## src/rtl/ctb_pkg.sv

```systemverilog
package ctb_pkg;
    localparam int HALF_W = 16;
    localparam int B_CASC = 2;
    localparam int B_IRQ  = 6;
    localparam int B_RUN  = 7;
    localparam logic [HALF_W-1:0] CTRL_KEEP = 16'h00C7;

    typedef enum logic [1:0] {
        CH_IDLE    = 2'd0,
        CH_TIMED   = 2'd1,
        CH_CHAINED = 2'd2
    } ch_state_e;
endpackage

```

## src/rtl/ctb_prescaler.sv

```systemverilog
module ctb_prescaler #(
    parameter int DIV0 = 2,
    parameter int DIV1 = 128,
    parameter int DIV2 = 512,
    parameter int DIV3 = 2048
) (
    input  logic       clk,
    input  logic       rst,
    input  logic       restart,
    input  logic       run,
    input  logic [1:0] sel,
    output logic       tick
);
    localparam int PRE_W = $clog2(DIV3);
    localparam logic [PRE_W-1:0] LIM0 = PRE_W'(DIV0 - 1);
    localparam logic [PRE_W-1:0] LIM1 = PRE_W'(DIV1 - 1);
    localparam logic [PRE_W-1:0] LIM2 = PRE_W'(DIV2 - 1);
    localparam logic [PRE_W-1:0] LIM3 = PRE_W'(DIV3 - 1);

    logic [PRE_W-1:0] cnt_q;
    logic [PRE_W-1:0] lim;

    always_comb begin
        unique case (sel)
            2'd0: lim = LIM0;
            2'd1: lim = LIM1;
            2'd2: lim = LIM2;
            default: lim = LIM3;
        endcase
    end

    assign tick = run && (cnt_q >= lim);

    always_ff @(posedge clk) begin
        if (rst || restart) begin
            cnt_q <= '0;
        end else if (run) begin
            cnt_q <= tick ? '0 : cnt_q + 1'b1;
        end
    end

    AST_TICK_SPACED: assert property (@(posedge clk) disable iff (rst) tick |=> !tick);
    AST_NO_TICK_AFTER_RESTART: assert property (@(posedge clk) disable iff (rst) restart |=> !tick);
endmodule

```

## src/rtl/ctb_channel.sv

```systemverilog
module ctb_channel
    import ctb_pkg::*;
#(
    parameter int DIV0 = 2,
    parameter int DIV1 = 128,
    parameter int DIV2 = 512,
    parameter int DIV3 = 2048
) (
    input  logic              clk,
    input  logic              rst,
    input  logic              ctrl_we,
    input  logic [HALF_W-1:0] ctrl_wdata,
    input  logic              reload_we,
    input  logic [HALF_W-1:0] reload_wdata,
    input  logic              chain_in,
    output logic [HALF_W-1:0] count_o,
    output logic [HALF_W-1:0] ctrl_o,
    output logic              ovf_o,
    output logic              irq_o
);
    ch_state_e         state_q, state_nxt;
    logic [HALF_W-1:0] ctrl_q, ctrl_nxt;
    logic [HALF_W-1:0] reload_q, reload_eff;
    logic [HALF_W-1:0] count_q;
    logic              irq_q;
    logic              run_nxt, casc_nxt, start_edge;
    logic              tick, inc, wrap;

    assign ctrl_nxt   = ctrl_we ? (ctrl_wdata & CTRL_KEEP) : ctrl_q;
    assign reload_eff = reload_we ? reload_wdata : reload_q;
    assign run_nxt    = ctrl_nxt[B_RUN];
    assign casc_nxt   = ctrl_nxt[B_CASC];
    assign start_edge = ctrl_we && !ctrl_q[B_RUN] && run_nxt;

    ctb_prescaler #(.DIV0(DIV0), .DIV1(DIV1), .DIV2(DIV2), .DIV3(DIV3)) pre_i (
        .clk     (clk),
        .rst     (rst),
        .restart (start_edge),
        .run     (state_q == CH_TIMED),
        .sel     (ctrl_q[1:0]),
        .tick    (tick)
    );

    // next-state: named transitions start, chained start, stop, chain-on, chain-off
    always_comb begin
        state_nxt = state_q;
        unique case (state_q)
            CH_IDLE: begin
                if (run_nxt) state_nxt = casc_nxt ? CH_CHAINED : CH_TIMED;
            end
            CH_TIMED: begin
                if (!run_nxt)     state_nxt = CH_IDLE;
                else if (casc_nxt) state_nxt = CH_CHAINED;
            end
            CH_CHAINED: begin
                if (!run_nxt)      state_nxt = CH_IDLE;
                else if (!casc_nxt) state_nxt = CH_TIMED;
            end
            default: state_nxt = CH_IDLE;
        endcase
    end

    assign inc  = (state_q == CH_TIMED && state_nxt == CH_TIMED && tick) ||
                  (state_nxt == CH_CHAINED && chain_in);
    assign wrap = inc && (count_q == '1);

    // state register
    always_ff @(posedge clk) begin
        if (rst) state_q <= CH_IDLE;
        else     state_q <= state_nxt;
    end

    // outputs and data registers
    always_ff @(posedge clk) begin
        if (rst) begin
            ctrl_q   <= '0;
            reload_q <= '0;
            count_q  <= '0;
            irq_q    <= 1'b0;
        end else begin
            ctrl_q   <= ctrl_nxt;
            reload_q <= reload_eff;
            irq_q    <= wrap && ctrl_nxt[B_IRQ];
            if (start_edge && !casc_nxt) count_q <= reload_eff;
            else if (wrap)               count_q <= reload_eff;
            else if (inc)                count_q <= count_q + 1'b1;
        end
    end

    assign count_o = count_q;
    assign ctrl_o  = ctrl_q;
    assign ovf_o   = wrap;
    assign irq_o   = irq_q;

    AST_START_LOAD: assert property (@(posedge clk) disable iff (rst)
        (start_edge && !casc_nxt) |=> count_o == $past(reload_eff));
    AST_STOP_FREEZE: assert property (@(posedge clk) disable iff (rst)
        (state_nxt == CH_IDLE && !(start_edge && !casc_nxt)) |=> $stable(count_o));
    AST_CHAIN_ONLY: assert property (@(posedge clk) disable iff (rst)
        (state_nxt == CH_CHAINED && !chain_in) |=> $stable(count_o));
    AST_WRAP_RELOAD: assert property (@(posedge clk) disable iff (rst)
        ovf_o |=> count_o == $past(reload_eff));
    AST_IRQ_SINGLE: assert property (@(posedge clk) disable iff (rst)
        irq_o |=> !irq_o);
    AST_RESET_CLEAR: assert property (@(posedge clk)
        rst |=> (count_o == '0 && ctrl_o == '0 && !irq_o));
endmodule

```

## src/rtl/ctb_bus_port.sv

```systemverilog
module ctb_bus_port
    import ctb_pkg::*;
#(
    parameter int NUM_TMR = 4
) (
    input  logic                             bus_wr,
    input  logic                             bus_wide,
    input  logic [$clog2(NUM_TMR):0]         bus_addr,
    input  logic [2*HALF_W-1:0]              bus_wdata,
    input  logic [NUM_TMR-1:0][HALF_W-1:0]   cnt_i,
    input  logic [NUM_TMR-1:0][HALF_W-1:0]   ctrl_i,
    output logic [2*HALF_W-1:0]              rdata_o,
    output logic [NUM_TMR-1:0]               reload_we_o,
    output logic [NUM_TMR-1:0]               ctrl_we_o,
    output logic [HALF_W-1:0]                reload_wd_o,
    output logic [HALF_W-1:0]                ctrl_wd_o
);
    localparam int IDX_W = $clog2(NUM_TMR);

    logic [IDX_W-1:0] idx;
    logic             half_ctl;

    assign idx      = bus_addr[IDX_W:1];
    assign half_ctl = bus_addr[0];

    assign reload_wd_o = bus_wdata[HALF_W-1:0];
    assign ctrl_wd_o   = bus_wide ? bus_wdata[2*HALF_W-1:HALF_W] : bus_wdata[HALF_W-1:0];

    for (genvar n = 0; n < NUM_TMR; n++) begin : g_dec
        logic hit;
        assign hit            = bus_wr && (idx == IDX_W'(n));
        assign reload_we_o[n] = hit && (bus_wide || !half_ctl);
        assign ctrl_we_o[n]   = hit && (bus_wide || half_ctl);
    end

    always_comb begin
        if (bus_wide)      rdata_o = {ctrl_i[idx], cnt_i[idx]};
        else if (half_ctl) rdata_o = {{HALF_W{1'b0}}, ctrl_i[idx]};
        else               rdata_o = {{HALF_W{1'b0}}, cnt_i[idx]};
    end
endmodule

```

## src/rtl/cascade_timer_bank.sv

```systemverilog
module cascade_timer_bank
    import ctb_pkg::*;
#(
    parameter int NUM_TMR = 4,
    parameter int DIV0 = 2,
    parameter int DIV1 = 128,
    parameter int DIV2 = 512,
    parameter int DIV3 = 2048
) (
    input  logic                       clk,
    input  logic                       rst,
    input  logic                       bus_wr,
    input  logic                       bus_wide,
    input  logic [$clog2(NUM_TMR):0]   bus_addr,
    input  logic [31:0]                bus_wdata,
    output logic [31:0]                bus_rdata,
    output logic [NUM_TMR-1:0]         irq
);
    logic [NUM_TMR-1:0][HALF_W-1:0] cnt_w, ctrl_w;
    logic [NUM_TMR-1:0]             reload_we, ctrl_we, ovf, chain;
    logic [HALF_W-1:0]              reload_wd, ctrl_wd;

    ctb_bus_port #(.NUM_TMR(NUM_TMR)) bus_i (
        .bus_wr      (bus_wr),
        .bus_wide    (bus_wide),
        .bus_addr    (bus_addr),
        .bus_wdata   (bus_wdata),
        .cnt_i       (cnt_w),
        .ctrl_i      (ctrl_w),
        .rdata_o     (bus_rdata),
        .reload_we_o (reload_we),
        .ctrl_we_o   (ctrl_we),
        .reload_wd_o (reload_wd),
        .ctrl_wd_o   (ctrl_wd)
    );

    assign chain[0] = 1'b0;

    for (genvar n = 0; n < NUM_TMR; n++) begin : g_ch
        if (n > 0) begin : g_link
            assign chain[n] = ovf[n-1];

            AST_RIPPLE: assert property (@(posedge clk) disable iff (rst)
                (ovf[n-1] && ctrl_w[n][B_RUN] && ctrl_w[n][B_CASC] && !ctrl_we[n])
                |=> (cnt_w[n] == $past(cnt_w[n]) + 1'b1) || ($past(cnt_w[n]) == '1));
        end

        ctb_channel #(.DIV0(DIV0), .DIV1(DIV1), .DIV2(DIV2), .DIV3(DIV3)) ch_i (
            .clk          (clk),
            .rst          (rst),
            .ctrl_we      (ctrl_we[n]),
            .ctrl_wdata   (ctrl_wd),
            .reload_we    (reload_we[n]),
            .reload_wdata (reload_wd),
            .chain_in     (chain[n]),
            .count_o      (cnt_w[n]),
            .ctrl_o       (ctrl_w[n]),
            .ovf_o        (ovf[n]),
            .irq_o        (irq[n])
        );
    end
endmodule

```

## config.mk

```make
export PLATFORM = sky130hd
export DESIGN_NAME = cascade_timer_bank
export DESIGN_NICKNAME = d
export VERILOG_FILES = /design/src/rtl/ctb_pkg.sv /design/src/rtl/ctb_prescaler.sv /design/src/rtl/ctb_channel.sv /design/src/rtl/ctb_bus_port.sv /design/src/rtl/cascade_timer_bank.sv
export SDC_FILE = /design/constraint.sdc
export NUM_CORES = 1
export LEC_CHECK = 0
export ABC_AREA = 1
export ABC_CLOCK_PERIOD_IN_PS = 5900
export BUFFER_PORTS_ARGS = -buffer_cell sky130_fd_sc_hd__buf_4
export CORE_MARGIN = 2
export CORE_UTILIZATION = 57
export DETAILED_ROUTE_END_ITERATION = 7
export GPL_ROUTABILITY_DRIVEN = 0
export PLACE_DENSITY = 0.86
export SYNTH_ARGS = -nofsm -noshare
export SYNTH_HDL_FRONTEND = slang
export SYNTH_SLANG_ARGS = --single-unit
```

## constraint.sdc

```tcl
create_clock -name clk -period 5.9 [get_ports clk]
set_input_delay 0 -clock clk [delete_from_list [all_inputs] [get_ports clk]]
set_output_delay 0 -clock clk [all_outputs]
set_load 0.05 [all_outputs]
```

==> results of run 1 <==
-- layer usage --
layer | global-route usage, % | routed length (um) | vias to the layer above
li1 | - | - | 5180
met1 | 35.1 | 12000 | 4785
met2 | 47.6 | 13400 | 346
met3 | 3.33 | 1740 | 93
met4 | 12.2 | 1360 | 0
met5 | 0 | 0 | -
-- layout by cell type, fill, tap and decap left out, types with 4 or more instances in the layout --
cell type | synthesis | layout
sky130_fd_sc_hd__nand2_1 | 270 | 270
sky130_fd_sc_hd__dfxtp_1 | 204 | 204
sky130_fd_sc_hd__nor2_1 | 202 | 201
sky130_fd_sc_hd__inv_1 | 191 | 191
sky130_fd_sc_hd__o21ai_0 | 110 | 110
sky130_fd_sc_hd__a21oi_1 | 96 | 96
sky130_fd_sc_hd__nand3_1 | 86 | 86
sky130_fd_sc_hd__xor2_1 | 60 | 60
sky130_fd_sc_hd__buf_4 | 15 | 56
sky130_fd_sc_hd__ha_1 | 41 | 41
sky130_fd_sc_hd__o211ai_1 | 32 | 32
sky130_fd_sc_hd__nor3_1 | 27 | 27
sky130_fd_sc_hd__dlygate4sd3_1 | 0 | 24
sky130_fd_sc_hd__inv_2 | 23 | 23
sky130_fd_sc_hd__clkbuf_16 | 0 | 23
sky130_fd_sc_hd__a221oi_1 | 17 | 17
sky130_fd_sc_hd__xnor2_1 | 14 | 14
sky130_fd_sc_hd__o22ai_1 | 12 | 12
sky130_fd_sc_hd__nand4_1 | 12 | 12
sky130_fd_sc_hd__mux2i_1 | 11 | 11
sky130_fd_sc_hd__conb_1 | 1 | 11
sky130_fd_sc_hd__clkbuf_1 | 41 | 9
sky130_fd_sc_hd__nor4_1 | 7 | 7
sky130_fd_sc_hd__or2_2 | 6 | 6
sky130_fd_sc_hd__a22oi_1 | 5 | 5
sky130_fd_sc_hd__a211oi_1 | 5 | 5
sky130_fd_sc_hd__and3_1 | 5 | 5
sky130_fd_sc_hd__nor3b_1 | 5 | 5
sky130_fd_sc_hd__clkinv_1 | 4 | 4
sky130_fd_sc_hd__o221ai_1 | 4 | 4
sky130_fd_sc_hd__o2111ai_1 | 4 | 4
sky130_fd_sc_hd__o21ai_1 | 4 | 4
sky130_fd_sc_hd__nand2_2 | 4 | 4
sky130_fd_sc_hd__nand3b_1 | 4 | 4
-- logic make-up after synthesis --
group / share of synthesized area, %
buffers and inverters: 10.8
AOI/OAI and AO/OA: 15.7
DFF: 36.9
other: 0.0339
and+or+nand+nor: 25.1
adders and majority gates: 4.63
xor gates and xnor gates: 5.85
muxes: 0.994
-- synthesized netlist by cell type (all sizes together) --
cell type    n
a2111oi      1
xnor2       14
nor2       207
mux2i       11
a211oi       5
and3         5
nor3        31
a31oi        1
nand4       12
clkbuf      41
inv        214
o2111ai      4
nand2      277
nor3b        6
o22ai       12
a21oi       96
nand3       88
a211o        2
o221ai       4
and2         1
buf         32
ha          41
conb         1
nor4         7
dfxtp      204
o211ai      32
or2          6
a21o         3
a221oi      17
a22oi        5
nand3b       4
clkinv       4
o21ai      115
a311oi       2
xor2        60
-- layout make-up --
cell class              count  area share (%)
flip-flops and latches    204            32.8
well taps                 260            2.61
clock inverters             5           0.653
multi-input cells        1080            46.9
repair buffers             80            5.31
clock buffers              34            5.12
inverters                 218            6.57
-- worst paths after layout --
check                             end                startpoint  depth (start not counted)
max           g_ch[1].ch_i.count_o[9]    g_ch[1].ch_i.ctrl_o[0]                         13
min          g_ch[2].ch_i.reload_q[1]              bus_wdata[1]                          5
max reg2reg   g_ch[1].ch_i.count_o[9]    g_ch[1].ch_i.ctrl_o[0]                         13
min reg2reg  g_ch[2].ch_i.count_o[15]  g_ch[2].ch_i.count_o[15]                          2
-- flip-flops by register name, indices dropped and copies added, names as in the netlist --
| name | cells |
|---|---|
| g_ch.ch_i.ctrl_o | 20 |
| g_ch.ch_i.pre_i.cnt_q | 44 |
| g_ch.ch_i.count_o | 64 |
| g_ch.ch_i.state_q | 8 |
| g_ch.ch_i.irq_o | 4 |
| g_ch.ch_i.reload_q | 64 |
-- per-stage QoR --
step           cells  util [%]  power (W)
2_1_floorplan   1575         -    0.00167
3_3_place_gp    1818      60.8    0.00174
3_5_place_dp    1818      60.8    0.00174
4_1_cts         1881      65.9    0.00313
5_1_grt         1881      65.9    0.00323
6_report        1881      65.9    0.00312
-- where the power goes --
part / leakage (nW) / internal [W] / switching (W)
logic: 3.67 / 0.0000917 / 0.000210
clock network: 0.351 / 0.000832 / 0.000557
registers: 1.65 / 0.00141 / 0.0000201
-- worst reg2reg max path, stage by stage, from the launching register on --
cell and delay (ns):
sky130_fd_sc_hd__dfxtp_1 0.33, sky130_fd_sc_hd__nor2_1 0.37, sky130_fd_sc_hd__ha_1 0.33, sky130_fd_sc_hd__a21oi_1 0.12
sky130_fd_sc_hd__nand2_1 0.07, sky130_fd_sc_hd__nand3_1 0.07, sky130_fd_sc_hd__o2111ai_1 0.14, sky130_fd_sc_hd__nand3_1 0.10
sky130_fd_sc_hd__nand2_1 0.11, sky130_fd_sc_hd__a21oi_1 0.87, sky130_fd_sc_hd__inv_1 0.63, sky130_fd_sc_hd__o211ai_1 0.27
sky130_fd_sc_hd__o211ai_1 0.12, sky130_fd_sc_hd__inv_1 0.07
-- repair_timing --
action                     CTS  global route
hold buffers                24             0
setup endpoints to repair    0             0
hold endpoints to repair    73             0
==> impl_metrics.prom, run 1 <==
# TYPE chip_impl_metric gauge
chip_impl_metric{name="post_synth_instance_area",unit="mm2"} 0.0111
chip_impl_metric{name="maxCapViolations",unit=""} 0
chip_impl_info{name="cts_root_buf",value="sky130_fd_sc_hd__clkbuf_16"} 1
chip_impl_metric{name="synth-seq-cells",unit=""} 204
chip_impl_metric{name="dpl-instance-area",unit="mm2"} 0.0115
chip_impl_metric{name="clkSlewWorstSetupHoldPaths",unit="ns"} 0.06
chip_impl_metric{name="crit_arrival",unit="ns"} 4.12
chip_impl_metric{name="ctsLongestPathBuffers",unit=""} 3
chip_impl_info{name="cpLargestDelayFamily",value="compound AO/OA/AOI/OAI gates"} 1
chip_impl_metric{name="synthesis.area_per_instance",unit="um2"} 7.08
chip_impl_metric{name="clock_latency",unit="ns"} 0.51
chip_impl_metric{name="fmax_achieved",unit="MHz"} 273
chip_impl_metric{name="detailroute.via_count",unit=""} 10400
chip_impl_metric{name="cp_data_required_time",unit="ns"} 6.35
chip_impl_metric{name="synth_top_cell_area_share",unit="%"} 36.9
chip_impl_info{name="setup_repair_after_global_routing_missed_its_margin",value="no"} 1
chip_impl_metric{name="post-route-cell-area",unit="mm2"} 0.0124
chip_impl_metric{name="grt_first_pass_wirelength",unit="mm"} 46.3
chip_impl_metric{name="first_global_vias",unit=""} 9674
chip_impl_info{name="synth.largest_area_cell",value="sky130_fd_sc_hd__dfxtp_1"} 1
chip_impl_metric{name="fin_nets",unit=""} 1687
chip_impl_metric{name="cts.htree.levels",unit=""} 1
chip_impl_metric{name="fin_skew",unit="ns"} 0.00941
chip_impl_metric{name="longest_individual_stage_delay_on_the_worst_path",unit="ns"} 0.87
chip_impl_metric{name="num_rows",unit=""} 50
chip_impl_metric{name="largest_net_degree_at_the_start_of_global_routing",unit=""} 62
chip_impl_metric{name="antennaDiodeCount",unit=""} 0
chip_impl_metric{name="numClockSinks",unit=""} 204
chip_impl_metric{name="detailedRoute.firstPassIterationCount",unit=""} 7
chip_impl_metric{name="timing.reg2reg.setup_slack",unit="ns"} 2.23
chip_impl_metric{name="normalized_max_slew_margin",unit="%"} 15.7
chip_impl_info{name="clock_tree_from_tritoncts",value="built"} 1
chip_impl_info{name="timing.critical_path.to_type",value="flop"} 1
chip_impl_metric{name="worst-path-buf-inv",unit=""} 2
chip_impl_metric{name="drtAntennaViolNets",unit=""} 0
chip_impl_info{name="synth.top_cells.by_area",value="sky130_fd_sc_hd__dfxtp_1 37%, sky130_fd_sc_hd__nand2_1 9.2%, sky130_fd_sc_hd__nor2_1 6.8%"} 1
chip_impl_metric{name="setup-tns-final",unit="ns"} 0
chip_impl_metric{name="ir_drop",unit="mV"} 0.250
chip_impl_metric{name="post-dp-hpwl",unit="mm"} 20.3
chip_impl_info{name="outcome",value="finished, final reports clean"} 1
chip_impl_metric{name="die_w",unit="um"} 143
chip_impl_metric{name="nFillCells",unit=""} 1645
chip_impl_metric{name="timing_hold_violations_final",unit=""} 0
chip_impl_metric{name="synthesis_to_layout_area_growth",unit="%"} 12.4
chip_impl_metric{name="area_taken_by_multi_input_logic_gates",unit="mm2"} 0.00584
chip_impl_info{name="timing_worst_setup_path_type",value="reg2reg"} 1
chip_impl_metric{name="floorplan.die.height",unit="um"} 143
chip_impl_metric{name="cts_repair_resize_count",unit=""} 0
chip_impl_metric{name="core_region_area",unit="mm2"} 0.0189
chip_impl_info{name="cpMaxStageDelayCell",value="sky130_fd_sc_hd__a21oi_1"} 1
chip_impl_metric{name="floorplan.initialDensity",unit="%"} 58.6
chip_impl_info{name="cp-start-kind",value="flop"} 1
chip_impl_metric{name="register_area",unit="mm2"} 0.00408
chip_impl_metric{name="path_max_fanout",unit=""} 21
chip_impl_metric{name="routed_via_density",unit=""} 5.53
chip_impl_metric{name="worst_slack",unit="ns"} 2.23
chip_impl_metric{name="post_cts_setup_buffer_count",unit=""} 0
chip_impl_metric{name="p_leak",unit="nW"} 5.67
chip_impl_metric{name="globalRoute.totalOverflow",unit=""} 0
chip_impl_info{name="cp_cell_sequence",value="nor2_1 -> ha_1 -> a21oi_1 -> nand2_1 -> nand3_1 -> o2111ai_1 -> nand3_1 -> nand2_1 -> a21oi_1 -> inv_1 -> o211ai_1 -> o211ai_1 -> inv_1"} 1
chip_impl_metric{name="tritoncts.num_buffers",unit=""} 23
chip_impl_metric{name="drc",unit=""} 0
chip_impl_metric{name="hold_ws",unit="ns"} 0.0308
chip_impl_info{name="holdCritPathClass",value="in2reg"} 1
chip_impl_metric{name="wl",unit="mm"} 28.4
chip_impl_metric{name="fp.dieArea",unit="mm2"} 0.0206
chip_impl_metric{name="grt_antenna_before_repair",unit=""} 0
chip_impl_metric{name="post_synth_num_cell_types",unit=""} 49
chip_impl_metric{name="grt_use_total",unit="%"} 27.8
chip_impl_metric{name="layout_worst_path_cycle_share",unit="%"} 62.2
chip_impl_metric{name="postSynthCellCount",unit=""} 1565
chip_impl_metric{name="avgRoutedWirePerCell",unit="um"} 15.1
chip_impl_metric{name="p_per_area",unit="mW/mm2"} 251
chip_impl_metric{name="setup_viol_count_final",unit=""} 0
chip_impl_metric{name="synth-seq-area-share",unit="%"} 36.9
chip_impl_metric{name="final.min_clock_period",unit="ns"} 3.67
chip_impl_metric{name="design.portCount",unit=""} 75
chip_impl_metric{name="post_route_cells_drive_above_1_share",unit="%"} 8.39
chip_impl_metric{name="ys.warnings.count",unit=""} 0
chip_impl_metric{name="drtIter0Drc",unit=""} 845
chip_impl_metric{name="slew_violations",unit=""} 0
chip_impl_metric{name="portBuffers",unit=""} 52
chip_impl_metric{name="slew_at_the_pin_closest_to_its_max_slew_limit",unit="ns"} 1.26
chip_impl_metric{name="place_worst_setup_slack",unit="ns"} 2.32
No activity file was read; power rests on OpenSTA's default activity.
==> inputs of run 2 (changes only) <==
Settings changed: ABC_AREA 1 to 0, ABC_CLOCK_PERIOD_IN_PS 5900 to 3300, CORE_UTILIZATION 57 to 55.
Clock period 5.9 ns to 3.3 ns, I/O delays scaled along.
==> run 2 against run 1 <==
  * Total power rose by 79%
  * Core utilization fell by 0.93 points
  * Sequential power rose by 76%
  * Combinational power rose by 50%
  * Largest cell class unchanged
  * Largest power group is now clock
  * Highest routed layer unchanged
==> impl_metrics.prom, run 2 <==
# TYPE chip_impl_metric gauge
chip_impl_info{name="outcome",value="finished, final reports clean"} 1
chip_impl_metric{name="layout_worst_path_cycle_share",unit="%"} 96.0
chip_impl_metric{name="avgRoutedWirePerCell",unit="um"} 19.3
chip_impl_info{name="most_heavily_used_metal_layer_in_global_routing",value="met2"} 1
chip_impl_metric{name="clkSlewWorstSetupHoldPaths",unit="ns"} 0.06
chip_impl_metric{name="final.min_clock_period",unit="ns"} 3.17
chip_impl_info{name="yosys-top-cells-count",value="204 x sky130_fd_sc_hd__dfxtp_1, 202 x sky130_fd_sc_hd__nor2_1, 147 x sky130_fd_sc_hd__nand2_1"} 1
chip_impl_metric{name="fin_nets",unit=""} 1523
chip_impl_metric{name="area_taken_by_multi_input_logic_gates",unit="mm2"} 0.00699
chip_impl_metric{name="floorplan.initialDensity",unit="%"} 56.4
chip_impl_info{name="timing.critical_path.to_type",value="flop"} 1
chip_impl_metric{name="die_w",unit="um"} 148
chip_impl_metric{name="worst_slack",unit="ns"} 0.133
chip_impl_metric{name="detailedRoute.firstPassIterationCount",unit=""} 7
chip_impl_metric{name="grt_use_total",unit="%"} 29.7
chip_impl_metric{name="grt_first_pass_wirelength",unit="mm"} 52.7
chip_impl_metric{name="post_synth_instance_area",unit="mm2"} 0.0115
chip_impl_info{name="final_common_cell",value="sky130_fd_sc_hd__dfxtp_1"} 1
chip_impl_metric{name="design.portCount",unit=""} 75
chip_impl_metric{name="synth_xor_area_share",unit="%"} 3.21
chip_impl_metric{name="maxCapViolations",unit=""} 0
chip_impl_metric{name="grt_antenna_before_repair",unit=""} 0
chip_impl_metric{name="portBuffers",unit=""} 52
chip_impl_metric{name="largest_net_degree_at_the_start_of_global_routing",unit=""} 89
chip_impl_metric{name="synth_edf_count",unit=""} 0
chip_impl_info{name="dominant_combinational_cell_family_by_area_after_synthesis",value="simple AND/OR/NAND/NOR gates"} 1
chip_impl_metric{name="synth_top_cell_area_share",unit="%"} 35.6
chip_impl_info{name="final_cell_mix",value="204 x sky130_fd_sc_hd__dfxtp_1, 200 x sky130_fd_sc_hd__nor2_1, 147 x sky130_fd_sc_hd__nand2_1"} 1
chip_impl_metric{name="tritoncts.num_buffers",unit=""} 23
chip_impl_metric{name="grtUsageMet1",unit="%"} 39.0
chip_impl_metric{name="wl",unit="mm"} 33.5
chip_impl_metric{name="synthesis.area_per_instance",unit="um2"} 8.34
chip_impl_metric{name="register_area",unit="mm2"} 0.00408
chip_impl_info{name="synth_most_common_cell",value="sky130_fd_sc_hd__dfxtp_1"} 1
chip_impl_metric{name="ir_drop",unit="mV"} 0.452
chip_impl_metric{name="detailroute.via_count",unit=""} 11000
chip_impl_metric{name="postSynthCellCount",unit=""} 1376
chip_impl_metric{name="post_synth_num_cell_types",unit=""} 81
chip_impl_metric{name="synth-seq-cells",unit=""} 204
chip_impl_info{name="synth_flop_cell",value="sky130_fd_sc_hd__dfxtp_1"} 1
chip_impl_info{name="synth.top_cells.by_area",value="sky130_fd_sc_hd__dfxtp_1 36%, sky130_fd_sc_hd__nor2_1 6.6%, sky130_fd_sc_hd__mux2i_1 5.1%"} 1
chip_impl_metric{name="complex_gate_fraction_of_the_synthesized_area",unit="%"} 16.6
chip_impl_metric{name="simple_gate_share_of_the_synthesized_area",unit="%"} 25.6
chip_impl_metric{name="cts.htree.levels",unit=""} 1
chip_impl_metric{name="floorplan.die.height",unit="um"} 148
chip_impl_metric{name="fp.dieArea",unit="mm2"} 0.0220
chip_impl_metric{name="core_region_area",unit="mm2"} 0.0204
chip_impl_metric{name="synth.mux.area_fraction",unit="%"} 10.1
chip_impl_metric{name="fmax_achieved",unit="MHz"} 316
chip_impl_metric{name="drc",unit=""} 0
chip_impl_metric{name="crit_arrival",unit="ns"} 3.58
chip_impl_metric{name="ctsLongestPathBuffers",unit=""} 3
chip_impl_info{name="timing_worst_setup_path_type",value="reg2reg"} 1
chip_impl_info{name="cts_root_buf",value="sky130_fd_sc_hd__clkbuf_16"} 1
chip_impl_metric{name="numClockSinks",unit=""} 204
chip_impl_metric{name="setup-tns-final",unit="ns"} 0
chip_impl_metric{name="setup_viol_count_final",unit=""} 0
chip_impl_metric{name="cp_data_required_time",unit="ns"} 3.71
chip_impl_metric{name="path_max_fanout",unit=""} 8
chip_impl_info{name="clock_tree_from_tritoncts",value="built"} 1
chip_impl_metric{name="globalRoute.totalOverflow",unit=""} 0
chip_impl_metric{name="timing_hold_violations_final",unit=""} 0
chip_impl_metric{name="synthArstFlopShare",unit="%"} 0
chip_impl_metric{name="total_power",unit="W"} 0.00558
chip_impl_metric{name="p_per_area",unit="mW/mm2"} 422
chip_impl_metric{name="drtIter0Drc",unit=""} 1232
chip_impl_metric{name="place_worst_setup_slack",unit="ns"} 0.114
chip_impl_metric{name="slew_at_the_pin_closest_to_its_max_slew_limit",unit="ns"} 0.955
chip_impl_info{name="synth.largest_area_cell",value="sky130_fd_sc_hd__dfxtp_1"} 1
chip_impl_info{name="holdCritPathClass",value="in2reg"} 1
chip_impl_metric{name="routed_via_density",unit=""} 6.35
chip_impl_metric{name="nFillCells",unit=""} 1622
chip_impl_metric{name="fin_skew",unit="ns"} 0.0175
chip_impl_metric{name="drtAntennaViolNets",unit=""} 0
chip_impl_metric{name="normalized_max_slew_margin",unit="%"} 34.5
chip_impl_metric{name="ys.warnings.count",unit=""} 0
chip_impl_info{name="cp-start-kind",value="flop"} 1
chip_impl_metric{name="slew_violations",unit=""} 0
chip_impl_metric{name="post_route_cells_drive_above_1_share",unit="%"} 14.4
chip_impl_metric{name="grt_use_met2",unit="%"} 46.4
chip_impl_metric{name="synthesis_to_layout_area_growth",unit="%"} 15.2
chip_impl_metric{name="first_global_vias",unit=""} 10100
chip_impl_metric{name="p_leak",unit="nW"} 5.02
chip_impl_metric{name="met3_usage",unit="%"} 5.21
chip_impl_metric{name="synth_fa_ha_area_share",unit="%"} 4.47
chip_impl_metric{name="post-dp-hpwl",unit="mm"} 23.8
chip_impl_metric{name="clock_latency",unit="ns"} 0.53
chip_impl_metric{name="hold_ws",unit="ns"} 0.00695
chip_impl_metric{name="num_rows",unit=""} 52
chip_impl_metric{name="synth-seq-area-share",unit="%"} 35.6
==> run 2: kinds of logic after synthesis <==
logic type                 Yosys count
AOI/OAI and AO/OA                  277
xor gates and xnor gates            42
adders and majority gates           41
buffers and inverters              113
DFF                                204
muxes                               88
other                                1
and+or+nand+nor                    610
==> run 2: power breakdown <==
part           internal [W]  total [W]  switching (W)  leakage (nW)
Sequential          0.00250    0.00252      0.0000218          1.65
Combinational      0.000152   0.000452       0.000300          2.99
Clock               0.00157    0.00261        0.00104         0.380
Total               0.00422    0.00558        0.00136          5.02
==> run 2: final timing paths <==
| path | start | to | slack, ns | cells after the start |
|---|---|---|---|---|
| setup reg to reg | g_ch[2].ch_i.count_o[0] | g_ch[2].ch_i.count_o[13] | 0.13 | 11 |
| hold / removal | bus_wdata[17] | g_ch[3].ch_i.ctrl_o[1] | 0.007 | 5 |
| setup / recovery | g_ch[2].ch_i.count_o[0] | g_ch[2].ch_i.count_o[13] | 0.13 | 11 |
| hold reg to reg | g_ch[2].ch_i.reload_q[10] | g_ch[2].ch_i.reload_q[10] | 0.47 | 2 |
==> run 2: final cells by class <==
| class | count | share of cell area, % |
|---|---|---|
| sequential | 204 | 30.9 |
| tap | 270 | 2.55 |
| antenna | 1 | 0.0189 |
| clock inverter | 7 | 0.672 |
| clock buffer | 33 | 5.09 |
| timing repair buffer | 120 | 7.25 |
| inverter | 25 | 0.709 |
| multi-input combinational | 1069 | 52.8 |
==> run 2: repair_timing <==
action                                  in CTS  in global routing
buffers inserted                             0                  1
resized for setup                            0                  8
endpoints found under the setup margin       0                 49
hold endpoints to repair                    74                  0
hold buffers                                18                  0
==> run 2: metal layers <==
metal  share of wire (%)  vias up  wire length [um]
li1                    -     5097                 -
met1                  40     5081             13300
met2                  44      646             14700
met3                  10      152              3380
met4                 6.4        0              2160
met5                   0        -                 0
==> run 2: metrics by stage <==
step	instance area, um2	utilization (%)	instances
2_1_floorplan	11500	-	1386
3_3_place_gp	12200	60.0	1669
3_5_place_dp	12200	60.0	1669
4_1_cts	13200	64.7	1727
5_1_grt	13200	64.9	1728
6_report	13200	64.9	1729
==> run 2: critical path, cell delays in order, from the launching register on <==
cell	delay (ns)
sky130_fd_sc_hd__dfxtp_1	0.42
sky130_fd_sc_hd__ha_1	0.24
sky130_fd_sc_hd__nand3_1	0.23
sky130_fd_sc_hd__nor4_2	0.55
sky130_fd_sc_hd__o211ai_1	0.35
sky130_fd_sc_hd__nor2b_1	0.24
sky130_fd_sc_hd__buf_4	0.17
sky130_fd_sc_hd__and3_1	0.21
sky130_fd_sc_hd__o21ai_1	0.10
sky130_fd_sc_hd__buf_4	0.19
sky130_fd_sc_hd__o31ai_1	0.08
sky130_fd_sc_hd__a221o_1	0.26
